`src/rtl/ctmr_pkg.sv`:
```
package ctmr_pkg;
  localparam logic [1:0] MODE_SQUARE = 2'd0;
  localparam logic [1:0] MODE_DELAY  = 2'd1;

  function automatic logic is_gap(input logic [1:0] m);
    return m[1];
  endfunction

  function automatic logic is_square(input logic [1:0] m);
    return m == MODE_SQUARE;
  endfunction
endpackage

```
`src/rtl/ctmr_divreg.sv`:
```
module ctmr_divreg #(
  parameter int BYTE_W    = 8,
  parameter int NBYTES    = 2,
  parameter int RESET_DIV = 2,
  localparam int CNT_W    = BYTE_W * NBYTES,
  localparam int ADDR_W   = $clog2(2 * NBYTES)
) (
  input  logic              clk,
  input  logic              rst_n,
  input  logic              wr,
  input  logic [ADDR_W-1:0] addr,
  input  logic [BYTE_W-1:0] wdata,
  output logic [CNT_W-1:0]  div_raw,
  output logic [CNT_W-1:0]  load_val,
  output logic              bad
);
  localparam logic [CNT_W-1:0] RST_V = CNT_W'(RESET_DIV);
  localparam logic [CNT_W-1:0] MIN_V = CNT_W'(2);

  logic [BYTE_W-1:0] byte_q [NBYTES];

  for (genvar b = 0; b < NBYTES; b++) begin : g_byte
    always_ff @(posedge clk or negedge rst_n) begin
      if (!rst_n)
        byte_q[b] <= RST_V[b*BYTE_W +: BYTE_W];
      else if (wr && addr == ADDR_W'(b))
        byte_q[b] <= wdata;
    end
    assign div_raw[b*BYTE_W +: BYTE_W] = byte_q[b];
  end

  always_comb begin
    bad      = div_raw < MIN_V;
    load_val = bad ? MIN_V : div_raw;
  end
endmodule

```
`src/rtl/ctmr_rdmux.sv`:
```
module ctmr_rdmux #(
  parameter int BYTE_W  = 8,
  parameter int NBYTES  = 2,
  localparam int CNT_W  = BYTE_W * NBYTES,
  localparam int ADDR_W = $clog2(2 * NBYTES)
) (
  input  logic [ADDR_W-1:0] addr,
  input  logic [CNT_W-1:0]  div_raw,
  input  logic [CNT_W-1:0]  cnt,
  output logic [BYTE_W-1:0] rdata
);
  always_comb begin
    rdata = '0;
    for (int b = 0; b < NBYTES; b++) begin
      if (addr == ADDR_W'(b))          rdata = div_raw[b*BYTE_W +: BYTE_W];
      if (addr == ADDR_W'(NBYTES + b)) rdata = cnt[b*BYTE_W +: BYTE_W];
    end
  end
endmodule

```
`src/rtl/ctmr_core.sv`:
```
module ctmr_core
  import ctmr_pkg::*;
#(
  parameter int CNT_W = 16
) (
  input  logic             clk,
  input  logic             rst_n,
  input  logic [1:0]       mode,
  input  logic             start,
  input  logic             stop,
  input  logic             rx_char,
  input  logic [CNT_W-1:0] load_val,
  output logic [CNT_W-1:0] cnt,
  output logic             run,
  output logic             sq_out,
  output logic             pulse,
  output logic             flag
);
  localparam logic [CNT_W-1:0] ONE = CNT_W'(1);

  logic armed;
  logic at_tc;
  logic gap_reload;

  assign at_tc      = run && (cnt == ONE);
  assign gap_reload = is_gap(mode) && rx_char && armed;

  always_ff @(posedge clk or negedge rst_n) begin
    if (!rst_n) begin
      cnt    <= '0;
      run    <= 1'b0;
      armed  <= 1'b0;
      sq_out <= 1'b0;
      pulse  <= 1'b0;
      flag   <= 1'b0;
    end else begin
      pulse <= 1'b0;
      if (stop) begin
        run   <= 1'b0;
        armed <= 1'b0;
        flag  <= 1'b0;
      end else if (start) begin
        cnt   <= load_val;
        run   <= 1'b1;
        armed <= 1'b1;
        flag  <= 1'b0;
      end else if (gap_reload) begin
        cnt  <= load_val;
        run  <= 1'b1;
        flag <= 1'b0;
      end else if (at_tc) begin
        if (is_square(mode)) begin
          cnt    <= load_val;
          sq_out <= ~sq_out;
          pulse  <= 1'b1;
        end else begin
          cnt  <= '0;
          run  <= 1'b0;
          flag <= 1'b1;
        end
      end else if (run) begin
        cnt <= cnt - ONE;
      end
    end
  end
endmodule

```
`src/rtl/ctmr_top.sv`:
```
module ctmr_top #(
  parameter int BYTE_W    = 8,
  parameter int NBYTES    = 2,
  parameter int RESET_DIV = 2,
  localparam int CNT_W    = BYTE_W * NBYTES,
  localparam int ADDR_W   = $clog2(2 * NBYTES)
) (
  input  logic              clk,
  input  logic              rst_n,
  input  logic [1:0]        mode_sel,
  input  logic              cmd_start,
  input  logic              cmd_stop,
  input  logic              rx_char,
  input  logic              bus_wr,
  input  logic [ADDR_W-1:0] bus_addr,
  input  logic [BYTE_W-1:0] bus_wdata,
  output logic [BYTE_W-1:0] bus_rdata,
  output logic              tmr_out,
  output logic              baud_en,
  output logic              tc_flag,
  output logic              div_bad
);
  logic [CNT_W-1:0] div_raw;
  logic [CNT_W-1:0] load_val;
  logic [CNT_W-1:0] cnt_w;
  logic             run_w;

  ctmr_divreg #(.BYTE_W(BYTE_W), .NBYTES(NBYTES), .RESET_DIV(RESET_DIV)) u_divreg (
    .clk     (clk),
    .rst_n   (rst_n),
    .wr      (bus_wr),
    .addr    (bus_addr),
    .wdata   (bus_wdata),
    .div_raw (div_raw),
    .load_val(load_val),
    .bad     (div_bad)
  );

  ctmr_core #(.CNT_W(CNT_W)) u_core (
    .clk     (clk),
    .rst_n   (rst_n),
    .mode    (mode_sel),
    .start   (cmd_start),
    .stop    (cmd_stop),
    .rx_char (rx_char),
    .load_val(load_val),
    .cnt     (cnt_w),
    .run     (run_w),
    .sq_out  (tmr_out),
    .pulse   (baud_en),
    .flag    (tc_flag)
  );

  ctmr_rdmux #(.BYTE_W(BYTE_W), .NBYTES(NBYTES)) u_rdmux (
    .addr   (bus_addr),
    .div_raw(div_raw),
    .cnt    (cnt_w),
    .rdata  (bus_rdata)
  );
endmodule

```
`config.mk`:
```
export PLATFORM = sky130hd
export DESIGN_NAME = ctmr_top
export DESIGN_NICKNAME = d
export VERILOG_FILES = /design/src/rtl/ctmr_pkg.sv /design/src/rtl/ctmr_divreg.sv /design/src/rtl/ctmr_rdmux.sv /design/src/rtl/ctmr_core.sv /design/src/rtl/ctmr_top.sv
export SDC_FILE = /design/constraint.sdc
export NUM_CORES = 1
export LEC_CHECK = 0
export ABC_AREA = 0
export CORE_UTILIZATION = 49
export DETAILED_ROUTE_END_ITERATION = 10
export PLACE_DENSITY = 0.76
export SYNTH_ARGS = -nofsm -noshare
export SYNTH_HDL_FRONTEND = slang
export SYNTH_SLANG_ARGS = --single-unit
```
`constraint.sdc`:
```
create_clock -name clk -period 2.1 [get_ports clk]
set_clock_uncertainty 0.15 [all_clocks]
set_input_delay 0.42 -clock clk [delete_from_list [all_inputs] [get_ports clk]]
set_output_delay 0.42 -clock clk [all_outputs]
set_load 0.03 [all_outputs]
```
Word level (Yosys, flattened, before mapping)
Cells that the tools add are included.
{ "classes": {"addsub": 1, "magnitude_cmp": 1, "eq_ne": 5, "mux": 27, "n_bitwise": 4, "reduce_logical": 13} }
{ "ops": {"columns": ["op", "count"], "rows": [
  ["$mux 16", 6],
  ["$mux 8", 4],
  ["$mux 1", 17],
  ["$eq 16x1->1 const B", 1],
  ["$lt 16x2->1 const B", 1],
  ["$sub 16x1->16 const B", 1],
  ["$reduce_bool 4->1", 2],
  ["$logic_and 1x1->1", 5],
  ["$reduce_and 5->1", 1],
  ["$eq 2x2->1 const B", 2],
  ["$logic_not 2->1", 2],
  ["$ne 4x3->1 const B", 1],
  ["$not 1->1", 4],
  ["$reduce_and 2->1", 2],
  ["$eq 2x1->1 const B", 1],
  ["$reduce_bool 2->1", 1]
]} }
{ "word_totals": {"regBits": 37, "inputBits": 18, "output_inout_bits": 12, "elab_cells": 59} }

Depth between registers and ports, before layout
{ "logic_depth": {"ltp_word": 6, "mapped_depth": 8, "mapped_depth_nobuf": 7} }

Modules after synthesis
A second synthesis with hierarchy kept.
{ "hier_totals": {"hier_cells": 202, "area_unflattened_um2": 2228.4} }
{ "modules_own_cells": {"columns": ["module", "n_inst", "cells_per_inst", "area_per_inst_um2", "seq_area_each_um2"], "rows": [
  ["ctmr_core", 1, 136, 1312.5, 525.5],
  ["ctmr_divreg", 1, 56, 719.4, 401.6],
  ["ctmr_rdmux", 1, 10, 196.4, 0.0]
]} }

Worst setup path before layout
No wires, ideal clock.
{ "synth_timing": {"kind": "register -> register", "from": "reg u_core.cnt[4]", "to": "reg u_core.cnt[14]", "setup_time_ps": 126, "t_arrival_ps": 2050, "t_required_ps": 1824, "slack_ps": -226, "stages_incl_launch_ff": 7, "n_path_buf": 1, "synth_period_minus_slack_ps": 2326, "cell_sequence": "dfrtp_1 buf_2 or4_4 or3b_1 o21ai_2 nor3_1 a221o_1"} }
{ "synth_between": {"elab_chain_cells": 5, "elab_cells_between_ends": 9, "cone_classes": "add/sub: 1; eq/ne: 1; mux: 4; reduce/logical: 3"} }
{ "synth_lines": {"columns": ["item", "line", "text"], "rows": [
  ["start, declared", "ctmr_core.sv:13", "output logic [CNT_W-1:0] cnt,"],
  ["start signal, assigned", "ctmr_core.sv:43", "cnt <= load_val;"],
  ["start signal, assigned", "ctmr_core.sv:48", "cnt <= load_val;"],
  ["start signal, assigned", "ctmr_core.sv:53", "cnt <= load_val;"],
  ["$sub 16x1->16 or $eq 16x1->1 (tied branches)", "ctmr_core.sv:62, ctmr_core.sv:25", null],
  ["$mux 16 or $logic_and 1x1->1 (tied branches)", "ctmr_core.sv:61, ctmr_core.sv:25", null],
  ["$mux 16", "ctmr_core.sv:51", "end else if (at_tc) begin"],
  ["$mux 16", "ctmr_core.sv:47", "end else if (gap_reload) begin"],
  ["$mux 16", "ctmr_core.sv:42", "end else if (start) begin"]
]} }
Several ways; a longest one is shown, not always the timed one. The select of a mux whose other input is x is not followed.
A chain may end at the register's enable or synchronous reset.

Final worst setup path
{ "layout_timing": {"from": "reg u_core.cnt[2]", "to": "reg u_core.cnt[0]"} }
{ "layout_between": {"elab_chain_cells": 5, "elab_cells_between_ends": 7, "cone_classes": "eq/ne: 1; mux: 3; reduce/logical: 3"} }
{ "layout_lines": {"columns": ["item", "line", "text"], "rows": [
  ["$eq 16x1->1 (*)", "ctmr_core.sv:25", "assign at_tc = run && (cnt == ONE);"],
  ["$logic_and 1x1->1 (*)", "ctmr_core.sv:25", null],
  ["$mux 16", "ctmr_core.sv:51", null],
  ["$mux 16", "ctmr_core.sv:47", null],
  ["$mux 16", "ctmr_core.sv:42", null]
]} }
Every way passes the cells marked *; elsewhere a longest branch is shown, timed or not.

==> summary.log <==
[sta] Final Hold Vio Count 0
[layout] number of inserted filler cells in the final layout 216
[job] count of maximum capacitance violations 0
[power_and_ir_drop] power density of the placed cells 874 mW/mm2
[drt] post-detailed-route via-to-cell ratio 6.57
[power_and_ir_drop] peak ir drop on the vdd network 0.000660 V
[floorplanning] height of the die 67.9 um
[clock_tree] clock tree from TritonCTS yes
[global_route] via count of the first global-routing pass 2285
[layout] share of post-route cells with drive strength above 1 53.9%
[synth] count of cell types in the netlist 50
[sta] setup violation total in the final timing report 17
[global_route] largest net degree at the start of global routing 38
[drt] drc violations 0
[outcome] violations in the final reports setup timing
[outcome] result of the run finished, violations left
[floorplanning] I/O pins 30
[place] worst setup slack after placement -735 ps
[global_route] global-route wire length before repair 11600 um
[layout] final net count 328
[power_and_ir_drop] leakage power figure 1.52 nW
[synth] post-synthesis mux area share 17.1%
[drt] WL final 8190 um
[synth] share of async-settable or async-resettable flops after synthesis 100%
[synth] Synth Flop Type dfrtp_1
[floorplanning] cell row count 23
[clock_tree] clock transition at the registers of the reported paths 80 ps
[layout] area growth from synthesis to layout 63.0%
[sta] setup repair after global routing missed its margin true
[sta] worst max-slew margin expressed relative to the limit 68.9%
[worst_setup_path] kind of launch point of the worst setup path flip-flop
[floorplanning] starting utilization of the core area 52.1%
[worst_setup_path] setup slack on the worst flop-to-flop path -330 ps
[global_route] Overall Global Routing Usage 35.7%
[floorplanning] CORE AREA 0.00409 mm2
[sta] setup ws final -328 ps
[sta] min cycle time layout 2430 ps
[place] HPWL reported at the end of detailed placement 5440 um
[synth] complex-gate fraction of the synthesized area 18.4%
[hold_path] Hold Crit Class reg -> reg
[clock_tree] clock net sink count 37
[hold_path] Hold Crit Depth 1
[layout] Final Core Density 84.9%
[synth] number of warnings printed during yosys synthesis 0
[layout] diode insertion count for antenna repair 0
[worst_setup_path] launch point of the worst reg-to-reg path u_core.cnt[2]
[clock_tree] number of buffers added by the clock tree synthesis step 5
[drt] Post-DRT Antenna Nets 0
[hold_path] startpoint of the most critical hold path u_core.sq_out
[worst_setup_path] type of the worst setup path reg -> reg
[place] instance count after placement with tap cells included 332
[clock_tree] maximum clock insertion buffer count 2
[sta] count of final max-slew check failures 0
[worst_setup_path] required time of the critical path 2130 ps
[worst_setup_path] critical path peak fanout 6
[worst_setup_path] Worst Setup End Kind flip-flop
[drt] First-pass DRT Iterations 5
[sta] Max Fclk 0.412 GHz
[worst_setup_path] Critical Path AT 2460 ps
[synth] commonest cells in the synthesized netlist 36 x dfrtp_1, 16 x mux2_2, 13 x nand2_1
[synth] number of enable flip-flop cells after synthesis 0
[synth] Net Count, Synth 209
[clock_tree] insertion delay of the later-clocked pin in the worst-skew pair 300 ps
[worst_setup_path] capture instance of the worst register-to-register path u_core.cnt[0]
[synth] Post-Syn Area 0.00213 mm2
[drt] via count 2351
[synth] largest family of logic cells by synthesized area compound AO/OA/AOI/OAI gates
[sta] slew at the pin with the worst max-slew slack 462 ps
[synth] Post-Syn Instances 189
[synth] cell types with the largest area share after synthesis dfrtp_1 42%, mux2_2 8.5%, mux4_2 7.4%
[synth] post-synthesis sequential area ratio 43.6%
[floorplanning] horizontal die dimension 67.9 um
[drt] WL/cell 22.9 um
[drt] count of routing violations after the opening detailed-route iteration 325
[floorplanning] area of the die 0.00461 mm2
[worst_setup_path] logic depth of the worst register-to-register path 6
[synth] Simple-Gate Fraction of Synth Area 16.5%
[synth] cell with the most instances after synthesis dfrtp_1
[place] Port Buffer Count 29
[global_route] global route total overflow 0
[synth] Syn Area/Cell 11.3 um2
[layout] Post-Layout Cell Count 358
[synth] library cell occupying the most area in the post-synthesis netlist dfrtp_1
[synth] XOR/XNOR share of the synthesized area 0.412%
[hold_path] worst-case hold path end point u_core.sq_out
[clock_tree] CTS HTree Levels 2
[sta] part of the cycle the worst path needs 116%
[place] routability-driven placement congestion ratio 0.916
[synth] share of Yosys cell area claimed by the top area cell type 42.3%
[global_route] number of antenna violations at the first check in global routing 0
[clock_tree] root buffer cell clkbuf_8
[sta] final sum of negative setup slack -3340 ps
[synth] synthesized-area fraction occupied by adder cells 1.18%
[synth] register bit count reported by yosys 37
==> per-layer routing <==
layer	track usage [%]	wire length, um	vias up
li1	-	-	981
met1	46.7	3120	1148
met2	57.1	4090	185
met3	7.17	683	37
met4	15.9	291	0
met5	0	0	-
==> logic make-up (layout without fill, tap and decap cells) <==
group | Yosys count | in the layout
buffers and inverters | 12 | 131
DFF | 37 | 37
adders and majority gates | 2 | 2
and+or+nand+nor | 63 | 63
muxes | 24 | 24
xor gates and xnor gates | 1 | 1
AOI/OAI and AO/OA | 50 | 50
==> power by group <==
part / internal [W] / total (W) / switching, W
logic: 0.000778 / 0.00150 / 0.000726
registers: 0.000873 / 0.00102 / 0.000143
clock network: 0.000260 / 0.000513 / 0.000253
total: 0.00191 / 0.00303 / 0.00112
==> critical path, cell delays in order, from the launching register on <==
cell and delay (ps):
dfrtp_1 410, or4_4 540, or3b_4 440, o21ai_4 320, buf_6 160, nor2_2 30
a221o_1 270
==> worst max-delay path by stage <==
stage | depth (start not counted) | from | to
floorplan | 7 | u_core.cnt[6] | u_core.cnt[13]
detailed placement | 4 | bus_addr[1] | bus_rdata[6]
finish | 6 | u_core.cnt[2] | u_core.cnt[0]
CTS | 4 | u_core.cnt[0] | u_core.cnt[11]
global placement | 4 | bus_addr[1] | bus_rdata[6]
global route | 6 | u_core.cnt[4] | u_core.cnt[0]
==> cell type report <==
cell class	count	area [um2]	area share [%]
multi-input cells	140	1330	38.3
flip-flops and latches	37	927	26.7
repair buffers	120	1050	30.3
clock buffers	7	86.3	2.49
inverters	4	15.0	0.433
well taps	50	62.6	1.80
==> per-stage QoR <==
step / cell area [um2] / hold slack (ps) / total power, W
finish: 3470 / 328 / 0.00303
global route: 3470 / 338 / 0.00314
CTS: 3280 / 330 / 0.00283
detailed placement: 3020 / 321 / 0.00220
global placement: 3020 / 306 / 0.00214
floorplan: 2160 / -25.6 / 0.00157
==> cell usage in the layout, fill, tap and decap left out, types with 5 or more instances in the layout <==
master            n
a21oi_1           6
a221o_1           8
buf_4            74
buf_6            22
clkbuf_8          6
clkdlybuf4s50_1  18
dfrtp_1          36
mux2_2           16
mux4_2            8
nand2_1          10
nor2_1            7
nor3_1            7
o21ai_1           5
==> registers in the layout, summed over array words and instances, names as in the netlist <==
name	flops
u_core.armed	1
u_core.cnt	16
u_core.flag	1
u_core.pulse	1
u_core.run	1
u_core.sq_out	1
u_divreg.div_raw	16
==> timing repair <==
item,4_1_cts,5_1_grt
buffers inserted,13,12
resized for setup,87,37
endpoints found under the setup margin,25,25
hold buffers,0,0
pin swaps,11,13
gates cloned,0,1
hold endpoints to repair,0,0
(Power assumes the default switching activity.)
